==> src/rtl/ptw_pkg.sv <==
package ptw_pkg;
   localparam int FC_W = 8;
   localparam logic [FC_W-1:0] FC_NONE       = 8'h00;
   localparam logic [FC_W-1:0] FC_TBL_MISS   = 8'h05;
   localparam logic [FC_W-1:0] FC_PAGE_MISS  = 8'h08;
   localparam logic [FC_W-1:0] FC_SUPER_MISS = 8'h0B;
   localparam logic [FC_W-1:0] FC_NO_RD      = 8'h11;
   localparam logic [FC_W-1:0] FC_NO_WR      = 8'h12;
   localparam logic [FC_W-1:0] FC_NO_EX      = 8'h13;
   localparam logic [FC_W-1:0] FC_BAD_KIND   = 8'h1F;

   localparam logic [1:0] KIND_TABLE = 2'b00;
   localparam logic [1:0] KIND_SUPER = 2'b10;

   localparam logic [1:0] ACC_RD = 2'b00;
   localparam logic [1:0] ACC_WR = 2'b01;
   localparam logic [1:0] ACC_EX = 2'b10;

   typedef enum logic [1:0] {ST_IDLE, ST_L1, ST_L2} wstate_e;
endpackage

==> src/rtl/ptw_desc_dec.sv <==
module ptw_desc_dec #(
   parameter int DATA_W      = 32,
   parameter int PRESENT_BIT = 2,
   parameter int RD_BIT      = 8,
   parameter int WR_BIT      = 7,
   parameter int EX_BIT      = 6
) (
   input  logic [DATA_W-1:0] desc_i,
   output logic              is_table_o,
   output logic              is_super_o,
   output logic              present_o,
   output logic [2:0]        perm_o
);
   import ptw_pkg::*;

   assign is_table_o = (desc_i[1:0] == KIND_TABLE);
   assign is_super_o = (desc_i[1:0] == KIND_SUPER);
   assign present_o  = desc_i[PRESENT_BIT];
   assign perm_o     = {desc_i[RD_BIT], desc_i[WR_BIT], desc_i[EX_BIT]};

   logic unused_desc;
   assign unused_desc = ^desc_i;
endmodule

==> src/rtl/ptw_perm_chk.sv <==
module ptw_perm_chk (
   input  logic       user_i,
   input  logic [1:0] acc_i,
   input  logic [2:0] perm_i,
   output logic [7:0] code_o
);
   import ptw_pkg::*;

   logic [2:0] want;
   logic [2:0] viol;

   assign want[2] = (acc_i == ACC_RD) || (acc_i == 2'b11);
   assign want[1] = (acc_i == ACC_WR);
   assign want[0] = (acc_i == ACC_EX);

   for (genvar i = 0; i < 3; i++) begin : g_cls
      assign viol[i] = user_i & want[i] & ~perm_i[i];
   end

   always_comb begin
      if (viol[2])      code_o = FC_NO_RD;
      else if (viol[1]) code_o = FC_NO_WR;
      else if (viol[0]) code_o = FC_NO_EX;
      else              code_o = FC_NONE;
   end
endmodule

==> src/rtl/ptw_xlate.sv <==
module ptw_xlate #(
   parameter int ADDR_W      = 32,
   parameter int PAGE_BITS   = 12,
   parameter int SUPER_BITS  = 22,
   parameter int PRESENT_BIT = 2,
   parameter int RD_BIT      = 8,
   parameter int WR_BIT      = 7,
   parameter int EX_BIT      = 6
) (
   input  logic              clk_i,
   input  logic              rst_ni,
   input  logic              req_valid_i,
   output logic              req_ready_o,
   input  logic [31:0]       req_va_i,
   input  logic [1:0]        req_acc_i,
   input  logic              req_user_i,
   input  logic              xlat_en_i,
   input  logic [31:0]       tbl_base_i,
   output logic              mem_req_o,
   output logic [31:0]       mem_addr_o,
   input  logic              mem_ack_i,
   input  logic [31:0]       mem_data_i,
   output logic              done_o,
   output logic [31:0]       pa_o,
   output logic [2:0]        perm_o,
   output logic              big_page_o,
   output logic [7:0]        fault_code_o,
   output logic              itrap_o,
   output logic              dtrap_o,
   output logic [7:0]        fault_status_o,
   output logic [31:0]       fault_addr_o
);
   import ptw_pkg::*;

   localparam int L1_IDX_W = ADDR_W - SUPER_BITS;
   localparam int L2_IDX_W = SUPER_BITS - PAGE_BITS;
   localparam logic [ADDR_W-1:0] KSEG_SET = {1'b1, {(ADDR_W-1){1'b0}}};

   if (ADDR_W != 32) begin : g_bad_width
      $error("ptw_xlate: ADDR_W must be 32 to match the port widths");
   end
   if (PAGE_BITS != L1_IDX_W + 2 || PAGE_BITS != L2_IDX_W + 2) begin : g_bad_split
      $error("ptw_xlate: each table index plus word offset must fill one page");
   end
   if (RD_BIT >= PAGE_BITS || WR_BIT >= PAGE_BITS || EX_BIT >= PAGE_BITS ||
       PRESENT_BIT >= PAGE_BITS || PRESENT_BIT < 2) begin : g_bad_bits
      $error("ptw_xlate: descriptor flag bits must sit in the page offset above the kind field");
   end

   wstate_e           state_q, nxt_state;
   logic [ADDR_W-1:0] va_q;
   logic [1:0]        acc_q;
   logic              user_q;
   logic [ADDR_W-1:0] addr_q, nxt_addr;

   logic              fin;
   logic [ADDR_W-1:0] fin_pa;
   logic [2:0]        fin_perm;
   logic              fin_big;
   logic [FC_W-1:0]   fin_code;

   logic              d_table, d_super, d_present;
   logic [2:0]        d_perm;
   logic [FC_W-1:0]   p_code;

   ptw_desc_dec #(
      .DATA_W(ADDR_W), .PRESENT_BIT(PRESENT_BIT),
      .RD_BIT(RD_BIT), .WR_BIT(WR_BIT), .EX_BIT(EX_BIT)
   ) u_dec (
      .desc_i(mem_data_i), .is_table_o(d_table), .is_super_o(d_super),
      .present_o(d_present), .perm_o(d_perm)
   );

   ptw_perm_chk u_perm (
      .user_i(user_q), .acc_i(acc_q), .perm_i(d_perm), .code_o(p_code)
   );

   always_comb begin
      nxt_state = state_q;
      nxt_addr  = addr_q;
      fin       = 1'b0;
      fin_pa    = '0;
      fin_perm  = '0;
      fin_big   = 1'b0;
      fin_code  = FC_NONE;
      unique case (state_q)
         ST_IDLE: if (req_valid_i) begin
            if (!xlat_en_i) begin
               fin      = 1'b1;
               fin_pa   = req_va_i;
               fin_perm = '1;
            end else if (!req_user_i && !req_va_i[ADDR_W-1]) begin
               fin      = 1'b1;
               fin_pa   = req_va_i | KSEG_SET;
               fin_perm = '1;
            end else begin
               nxt_state = ST_L1;
               nxt_addr  = {tbl_base_i[ADDR_W-1:PAGE_BITS],
                            req_va_i[ADDR_W-1:SUPER_BITS], 2'b00};
            end
         end
         ST_L1: if (mem_ack_i) begin
            if (d_super) begin
               fin = 1'b1;
               if (d_present) begin
                  fin_pa   = {mem_data_i[ADDR_W-1:SUPER_BITS], va_q[SUPER_BITS-1:0]};
                  fin_perm = d_perm;
                  fin_big  = 1'b1;
                  fin_code = p_code;
               end else begin
                  fin_code = FC_SUPER_MISS;
               end
            end else if (d_table) begin
               if (d_present) begin
                  nxt_state = ST_L2;
                  nxt_addr  = {mem_data_i[ADDR_W-1:PAGE_BITS],
                               va_q[SUPER_BITS-1:PAGE_BITS], 2'b00};
               end else begin
                  fin      = 1'b1;
                  fin_code = FC_TBL_MISS;
               end
            end else begin
               fin      = 1'b1;
               fin_code = FC_BAD_KIND;
            end
         end
         ST_L2: if (mem_ack_i) begin
            fin = 1'b1;
            if (d_present) begin
               fin_pa   = {mem_data_i[ADDR_W-1:PAGE_BITS], va_q[PAGE_BITS-1:0]};
               fin_perm = d_perm;
               fin_code = p_code;
            end else begin
               fin_code = FC_PAGE_MISS;
            end
         end
         default: nxt_state = ST_IDLE;
      endcase
      if (fin) nxt_state = ST_IDLE;
   end

   always_ff @(posedge clk_i or negedge rst_ni) begin
      if (!rst_ni) begin
         state_q        <= ST_IDLE;
         addr_q         <= '0;
         va_q           <= '0;
         acc_q          <= ACC_RD;
         user_q         <= 1'b0;
         done_o         <= 1'b0;
         pa_o           <= '0;
         perm_o         <= '0;
         big_page_o     <= 1'b0;
         fault_code_o   <= FC_NONE;
         itrap_o        <= 1'b0;
         dtrap_o        <= 1'b0;
         fault_status_o <= FC_NONE;
         fault_addr_o   <= '0;
      end else begin
         state_q <= nxt_state;
         addr_q  <= nxt_addr;
         if (state_q == ST_IDLE && req_valid_i) begin
            va_q   <= req_va_i;
            acc_q  <= req_acc_i;
            user_q <= req_user_i;
         end
         done_o  <= fin;
         itrap_o <= fin && (fin_code != FC_NONE) && (acc_q == ACC_EX);
         dtrap_o <= fin && (fin_code != FC_NONE) && (acc_q != ACC_EX);
         if (fin) begin
            pa_o         <= fin_pa;
            perm_o       <= fin_perm;
            big_page_o   <= fin_big;
            fault_code_o <= fin_code;
            if (fin_code != FC_NONE) begin
               fault_status_o <= fin_code;
               fault_addr_o   <= va_q;
            end
         end
      end
   end

   assign req_ready_o = (state_q == ST_IDLE);
   assign mem_req_o   = (state_q != ST_IDLE);
   assign mem_addr_o  = addr_q;

   logic unused_base;
   assign unused_base = ^tbl_base_i[PAGE_BITS-1:0];
endmodule

==> config.mk <==
export PLATFORM = sky130hd
export DESIGN_NAME = ptw_xlate
export DESIGN_NICKNAME = d
export VERILOG_FILES = /design/src/rtl/ptw_pkg.sv /design/src/rtl/ptw_desc_dec.sv /design/src/rtl/ptw_perm_chk.sv /design/src/rtl/ptw_xlate.sv
export SDC_FILE = /design/constraint.sdc
export NUM_CORES = 1
export LEC_CHECK = 0
export ABC_AREA = 1
export BUFFER_PORTS_ARGS = -buffer_cell sky130_fd_sc_hd__buf_4
export CAP_MARGIN = 20
export CORE_ASPECT_RATIO = 0.8
export CORE_MARGIN = 2
export CORE_UTILIZATION = 46
export DETAILED_ROUTE_END_ITERATION = 12
export PLACE_DENSITY = 0.73
export SLEW_MARGIN = 20
export SYNTH_ARGS = -nofsm -noshare
export SYNTH_HDL_FRONTEND = slang
export SYNTH_SLANG_ARGS = --single-unit
==> constraint.sdc <==
create_clock -name clk_i -period 2.05 [get_ports clk_i]
set_input_delay 0.1025 -clock clk_i [delete_from_list [all_inputs] [get_ports clk_i]]
set_output_delay 0.1025 -clock clk_i [all_outputs]
set_load 0.05 [all_outputs]
==> results of run 1 <==
[registers in the layout, indices dropped and copies added, names as in the netlist, 2 cells and up]
| signal | count |
|---|---|
| acc_q | 2 |
| fault_addr_o | 32 |
| fault_code_o | 5 |
| fault_status_o | 5 |
| mem_addr_o | 30 |
| pa_o | 32 |
| perm_o | 3 |
| state_q | 2 |
| va_q | 32 |
[power by group through the flow]
stage	logic (mW)	registers [mW]	clock network [mW]
floorplan	2.36	8.19	0
global route	9.18	5.27	3.47
global placement	8.24	5.08	0
CTS	8.49	5.09	3.33
detailed placement	8.34	5.11	0
finish	8.66	5.12	3.29
[cell type report]
class	count	area, um2
Clock inverter	9	151
Tap cell	184	230
Sequential cell	148	3700
Inverter	49	186
Timing Repair Buffer	303	2580
Fill cell	1093	4350
Clock buffer	22	464
Multi-Input combinational cell	596	2640
[layer usage]
layer / routed length, um / vias to the layer above
met3: 1740 / 64
met2: 10500 / 343
met5: 0 / -
met4: 797 / 0
li1: - / 3215
met1: 9500 / 3230
[layout by cell type, fill, tap and decap left out, types with 5 or more instances in the layout]
master           n
nand3_1         95
ha_1             5
dfrtp_1        147
clkbuf_16       18
buf_12           7
buf_4          217
inv_1           41
dlygate4sd3_1   75
o21ai_0         51
nor2_1          37
conb_1           8
inv_2            5
nand2_1        349
a31oi_1         30
nand2_2          5
[tightest hold or removal path, delay by kind of cell]
family | cells | cell delay (ps)
buf+inv | 2 | 120
compound gates | 1 | 160
[kinds of logic (layout without fill, tap and decap cells)]
| kind of cell | count (synthesis) | in the layout | synth area share [%] |
|---|---|---|---|
| fa+ha+maj | 8 | 8 | 1.48 |
| other cells | 1 | 8 | 0.0556 |
| buf+inv | 105 | 383 | 6.81 |
| flops | 148 | 148 | 54.9 |
| simple gates | 490 | 490 | 29.4 |
| compound gates | 90 | 90 | 7.35 |
[stage by stage]
| step | setup slack (ps) | instance area, um2 |
|---|---|---|
| finish | 123 | 9950 |
| floorplan | 0.108 | 6770 |
| global placement | 48.1 | 8520 |
| CTS | 38.9 | 9900 |
| global route | 4.39 | 9950 |
| detailed placement | -11.9 | 8520 |
[worst paths after layout]
path                            start              end  slack [ps]  cells past startpoint
min                        req_user_i           user_q          10                      3
max reg2reg                state_q[1]   mem_addr_o[19]         120                      9
max in group asynchronous      rst_ni       state_q[0]        1160                      3
min in group asynchronous      rst_ni  fault_addr_o[5]         190                      2
max                        state_q[1]   mem_addr_o[19]         120                      9
min reg2reg                  pa_o[21]         pa_o[21]         470                      2
[what timing repair did]
action,4_1_cts,5_1_grt
hold buffers,75,0
setup endpoints to repair,20,69
setup buffers,0,2
endpoints found under the hold margin,102,0
resized for setup,2,7
pin swaps,0,1
gates cloned,0,1
==> results.json, run 1 <==
{
  "status": "finished clean",
  "ys_seq_elements": 148,
  "grt_pass1_vias": 6755,
  "comb_power_share_pct": 50.7,
  "syn_inst": 842,
  "async_flop_share_pct": 100,
  "synth_common_cells": "351 x nand2_1, 148 x dfrtp_1, 95 x nand3_1",
  "maxSlewHeadroom_pct": 64.7,
  "p_clk_share_pct": 19.3,
  "grt_pass1_wl_um": 35800,
  "numCtsBuffers": 17,
  "cp_data_required_time_ps": 2380,
  "grt_use_met3_pct": 6.74,
  "hpwl_um": 14600,
  "p_sw_share_pct": 47.9,
  "fin_setup_tns_ps": 0,
  "htreeDepth": 4,
  "slowest_stage": "dfrtp_1",
  "hold_viol_final": 0,
  "max_slew.worst_pin.slew_ps": 529,
  "cts_tree": "yes",
  "n_antenna_cell": 0,
  "die_area_um2": 15700,
  "power_mw": 17.1,
  "yosysSeqAreaShare_pct": 54.9,
  "worstSetupPathType": "reg2reg",
  "fin_util_pct": 69.6,
  "antenna_found_initial": 0,
  "io_pins": 225,
  "port_buffers": 198,
  "powerDensity_nw_per_um2": 1720,
  "p_sw_mw": 8.18,
  "max_cap_violations": 0,
  "max_freq_ghz": 0.519,
  "syn_area_um2": 6740,
  "ys_warn_count": 0,
  "ys_types": 23,
  "crit_chain": "inv_2, ha_4, buf_6, o21ai_1, o21ai_1, nor2_4, buf_12, nor2_1, a31oi_1",
  "endpoint_kind": "flip-flop",
  "drt_iter0_markers": 639,
  "synth_edf_count": 0,
  "finalNonFillerCells": 1311,
  "cts_buffer_depth": 2,
  "num_vias": 6852,
  "hold_class": "in2reg",
  "drt-wirelength-per-cell_um": 17.2,
  "cp_max_fo": 26,
  "clock-root-buffer": "clkbuf_16",
  "yosysTopAreaCell": "dfrtp_1",
  "postSynthAreaPerCell_um2": 8.01,
  "critPathLaunchType": "flip-flop",
  "netlist.area_leader.share_pct": 54.9,
  "rsz0062_at_grt": "false",
  "crit_buf_inv": 3,
  "vias_per_cell": 5.23,
  "core_area_um2": 14300,
  "ir_drop_mv": 1.08,
  "whs_ps": 10.1,
  "gp_congestion": 0.869,
  "finalCriticalPeriod_ps": 1930,
  "row_count": 39,
  "area_growth_syn_to_layout_pct": 47.6,
  "overflow": 0,
  "layout-drive-gt1-share_pct": 24.5,
  "drc": 0,
  "cp.arrival_ps": 2250,
  "skew_ps": 5.25,
  "critPathMaxStageDelay_ps": 390,
  "cts.sinks": 148,
  "critPathMostFrequentCell": "o21ai_1",
  "finalSetupViolCount": 0,
  "internal_power_mw": 8.89,
  "busiest_layer": "met2",
  "path_delay_family": "buffers and inverters",
  "grt_start_max_net_pins": 60,
  "synth.area.top_cells": "dfrtp_1 55%, nand2_1 20%, nand3_1 7.1%",
  "p_seq_share_pct": 30.0,
  "post-place-cells": 1202,
  "path_clk_slew_ps": 60,
  "track_usage_pct": 29.4,
  "routed_wirelength_um": 22600,
  "nets": 1227,
  "yosysMostFrequentCell": "nand2_1",
  "die_y_um": 112,
  "finalCritPeriodShare_pct": 94.0,
  "synthFlopType": "dfrtp_1",
  "use_met2_pct": 46.0,
  "report.final.slew_viol_count": 0,
  "start_util_pct": 47.2,
  "die_w_um": 139,
  "use_met1_pct": 39.2,
  "ant_nets": 0,
  "p_leak_nw": 5.25,
  "firstDrtPassIters": 6,
  "clk_latency_ps": 420
}
Power figures use the tool's default switching activity.
==> run 2: changes to the inputs <==
==> constraint.sdc (replaced) <==
create_clock -name clk_i -period 2.2 [get_ports clk_i]
set_input_delay 0.11 -clock clk_i [delete_from_list [all_inputs] [get_ports clk_i]]
set_output_delay 0.11 -clock clk_i [all_outputs]
set_load 0.05 [all_outputs]
==> run 2 against run 1 <==
- maximum frequency decreased by 2.9%
- utilization decreased by 0.088 points
- highest routed layer unchanged
- sequential power decreased by 7.0%
==> results.json, run 2 (synthesized netlist as in run 1, its figures left out) <==
{
  "finalCritPeriodShare_pct": 90.2,
  "seqCellArea_um2": 3700,
  "port_buffers": 198,
  "final_common_cell": "nand2_1",
  "die_area_um2": 15700,
  "p_leak_nw": 5.26,
  "cts.sinks": 148,
  "fill_cells": 1131,
  "critPathMostFrequentCell": "nand2_1",
  "die_y_um": 112,
  "ir_drop_mv": 1.28,
  "nets": 1222,
  "skew_ps": 6.52,
  "hold_viol_final": 0,
  "maxSlewHeadroom_pct": 64.1,
  "grt_pass1_vias": 6558,
  "cp_max_fo": 9,
  "cts_buffer_depth": 2,
  "gp_congestion": 0.901,
  "worstSetupPathType": "reg2reg",
  "critPathLaunchType": "flip-flop",
  "hpwl_um": 14600,
  "htreeDepth": 4,
  "hold_class": "in2reg",
  "routed_wirelength_um": 21900,
  "status": "finished clean",
  "ant_nets": 0,
  "core_area_um2": 14300,
  "multi_input_area_um2": 2640,
  "layout_common_cells": "350 x nand2_1, 218 x buf_4, 147 x dfrtp_1",
  "critPathMaxStageDelay_ps": 410,
  "path_clk_slew_ps": 60,
  "reg_top3": "fault_addr_o x32, pa_o x32, va_q x32",
  "max_freq_ghz": 0.504,
  "report.final.slew_viol_count": 0,
  "post-cts-setup-buffer-count": 0,
  "clk_latency_ps": 420,
  "crit_buf_inv": 3,
  "vias_per_cell": 5.18,
  "power_mw": 16.1,
  "placed_area_um2": 8480,
  "fin_setup_tns_ps": 0,
  "final_area_um2": 9940,
  "crit_chain": "inv_1, ha_1, nand2_1, nor2_1, nand2_1, inv_1, a21oi_2, nand3_2, nand2_4, buf_4, nand2_1, nand2_1",
  "powerDensity_nw_per_um2": 1620,
  "num_vias": 6771,
  "max_slew.worst_pin.slew_ps": 538,
  "row_count": 39,
  "antenna_found_initial": 0,
  "die_w_um": 139,
  "endpoint_kind": "flip-flop",
  "area_growth_syn_to_layout_pct": 47.4,
  "path_delay_family": "simple AND/OR/NAND/NOR gates",
  "cp_data_required_time_ps": 2560,
  "layout-drive-gt1-share_pct": 24.4,
  "drt-wirelength-per-cell_um": 16.8,
  "track_usage_pct": 28.6,
  "grt_pass1_wl_um": 34900,
  "drc": 0,
  "whs_ps": 16.5,
  "n_antenna_cell": 0,
  "numCtsBuffers": 17,
  "rsz0062_at_grt": "false",
  "drt_iter0_markers": 565,
  "firstDrtPassIters": 7,
  "clock-root-buffer": "clkbuf_16",
  "finalSetupViolCount": 0,
  "cts_tree": "yes",
  "finalCriticalPeriod_ps": 1980,
  "grt_start_max_net_pins": 57,
  "slowest_stage": "dfrtp_1",
  "start_util_pct": 47.2,
  "io_pins": 225,
  "max_cap_violations": 0,
  "overflow": 0,
  "cp.arrival_ps": 2340
}
-- run 2: changes by cell type in the layout (fill, tap and decap cells not counted), moves of 2 or more --
cell,before,now
clkinv_2,3,1
clkbuf_8,2,0
buf_12,7,4
clkbuf_1,3,0
dlygate4sd3_1,75,73
nand2_2,5,3
clkinv_4,0,4
bufinv_16,4,7
-- run 2: through the flow --
step	instances	util (%)	setup slack (ps)
2_1_floorplan	849	-	150
3_3_place_gp	1202	59.3	198
3_5_place_dp	1202	59.3	152
4_1_cts	1307	69.3	62.1
5_1_grt	1307	69.5	11.7
6_report	1307	69.5	215
-- run 2: cell type report --
class	count	area share, %
clock buffer	17	4.28
clock inverter	15	2.79
inverter	49	1.85
multi-input combinational	596	26.5
sequential	148	37.3
tap	184	2.32
timing repair buffer	298	25.0
-- run 2: timing repair --
item / CTS / global route
hold buffers: 73 / 0
setup endpoints to repair: 0 / 55
resized for setup: 0 / 5
endpoints found under the hold margin: 99 / 0
-- run 2: report_power, final --
group | total, mW | switching [mW] | internal [mW]
Clock | 3.44 | 1.19 | 2.26
Combinational | 7.89 | 5.61 | 2.29
Sequential | 4.76 | 0.829 | 3.93
Total | 16.1 | 7.62 | 8.47
-- run 2: final timing paths --
| check | from | cells past startpoint | end | slack [ps] |
|---|---|---|---|---|
| hold / removal | tbl_base_i[15] | 3 | mem_addr_o[15] | 20 |
| hold reg to reg | fault_addr_o[17] | 2 | fault_addr_o[17] | 470 |
| setup reg to reg | state_q[1] | 12 | fault_addr_o[14] | 220 |
| min in group asynchronous | rst_ni | 2 | pa_o[5] | 200 |
| max in group asynchronous | rst_ni | 3 | state_q[0] | 1330 |
| setup / recovery | state_q[1] | 12 | fault_addr_o[14] | 220 |
-- run 2: layer usage --
layer | share of wire [%] | track usage (%)
met5 | 0 | 0
met4 | 3.1 | 10.3
met3 | 7.7 | 7.34
met2 | 46 | 45.1
met1 | 43 | 38.7
-- run 2: worst register-to-register path, cell delays in order, from the launching register on --
cell and delay (ps):
dfrtp_1 410, inv_1 170, ha_1 270, nand2_1 130, nor2_1 60, nand2_1 70
inv_1 60, a21oi_2 110, nand3_2 160, nand2_4 160, buf_4 190, nand2_1 70
nand2_1 70
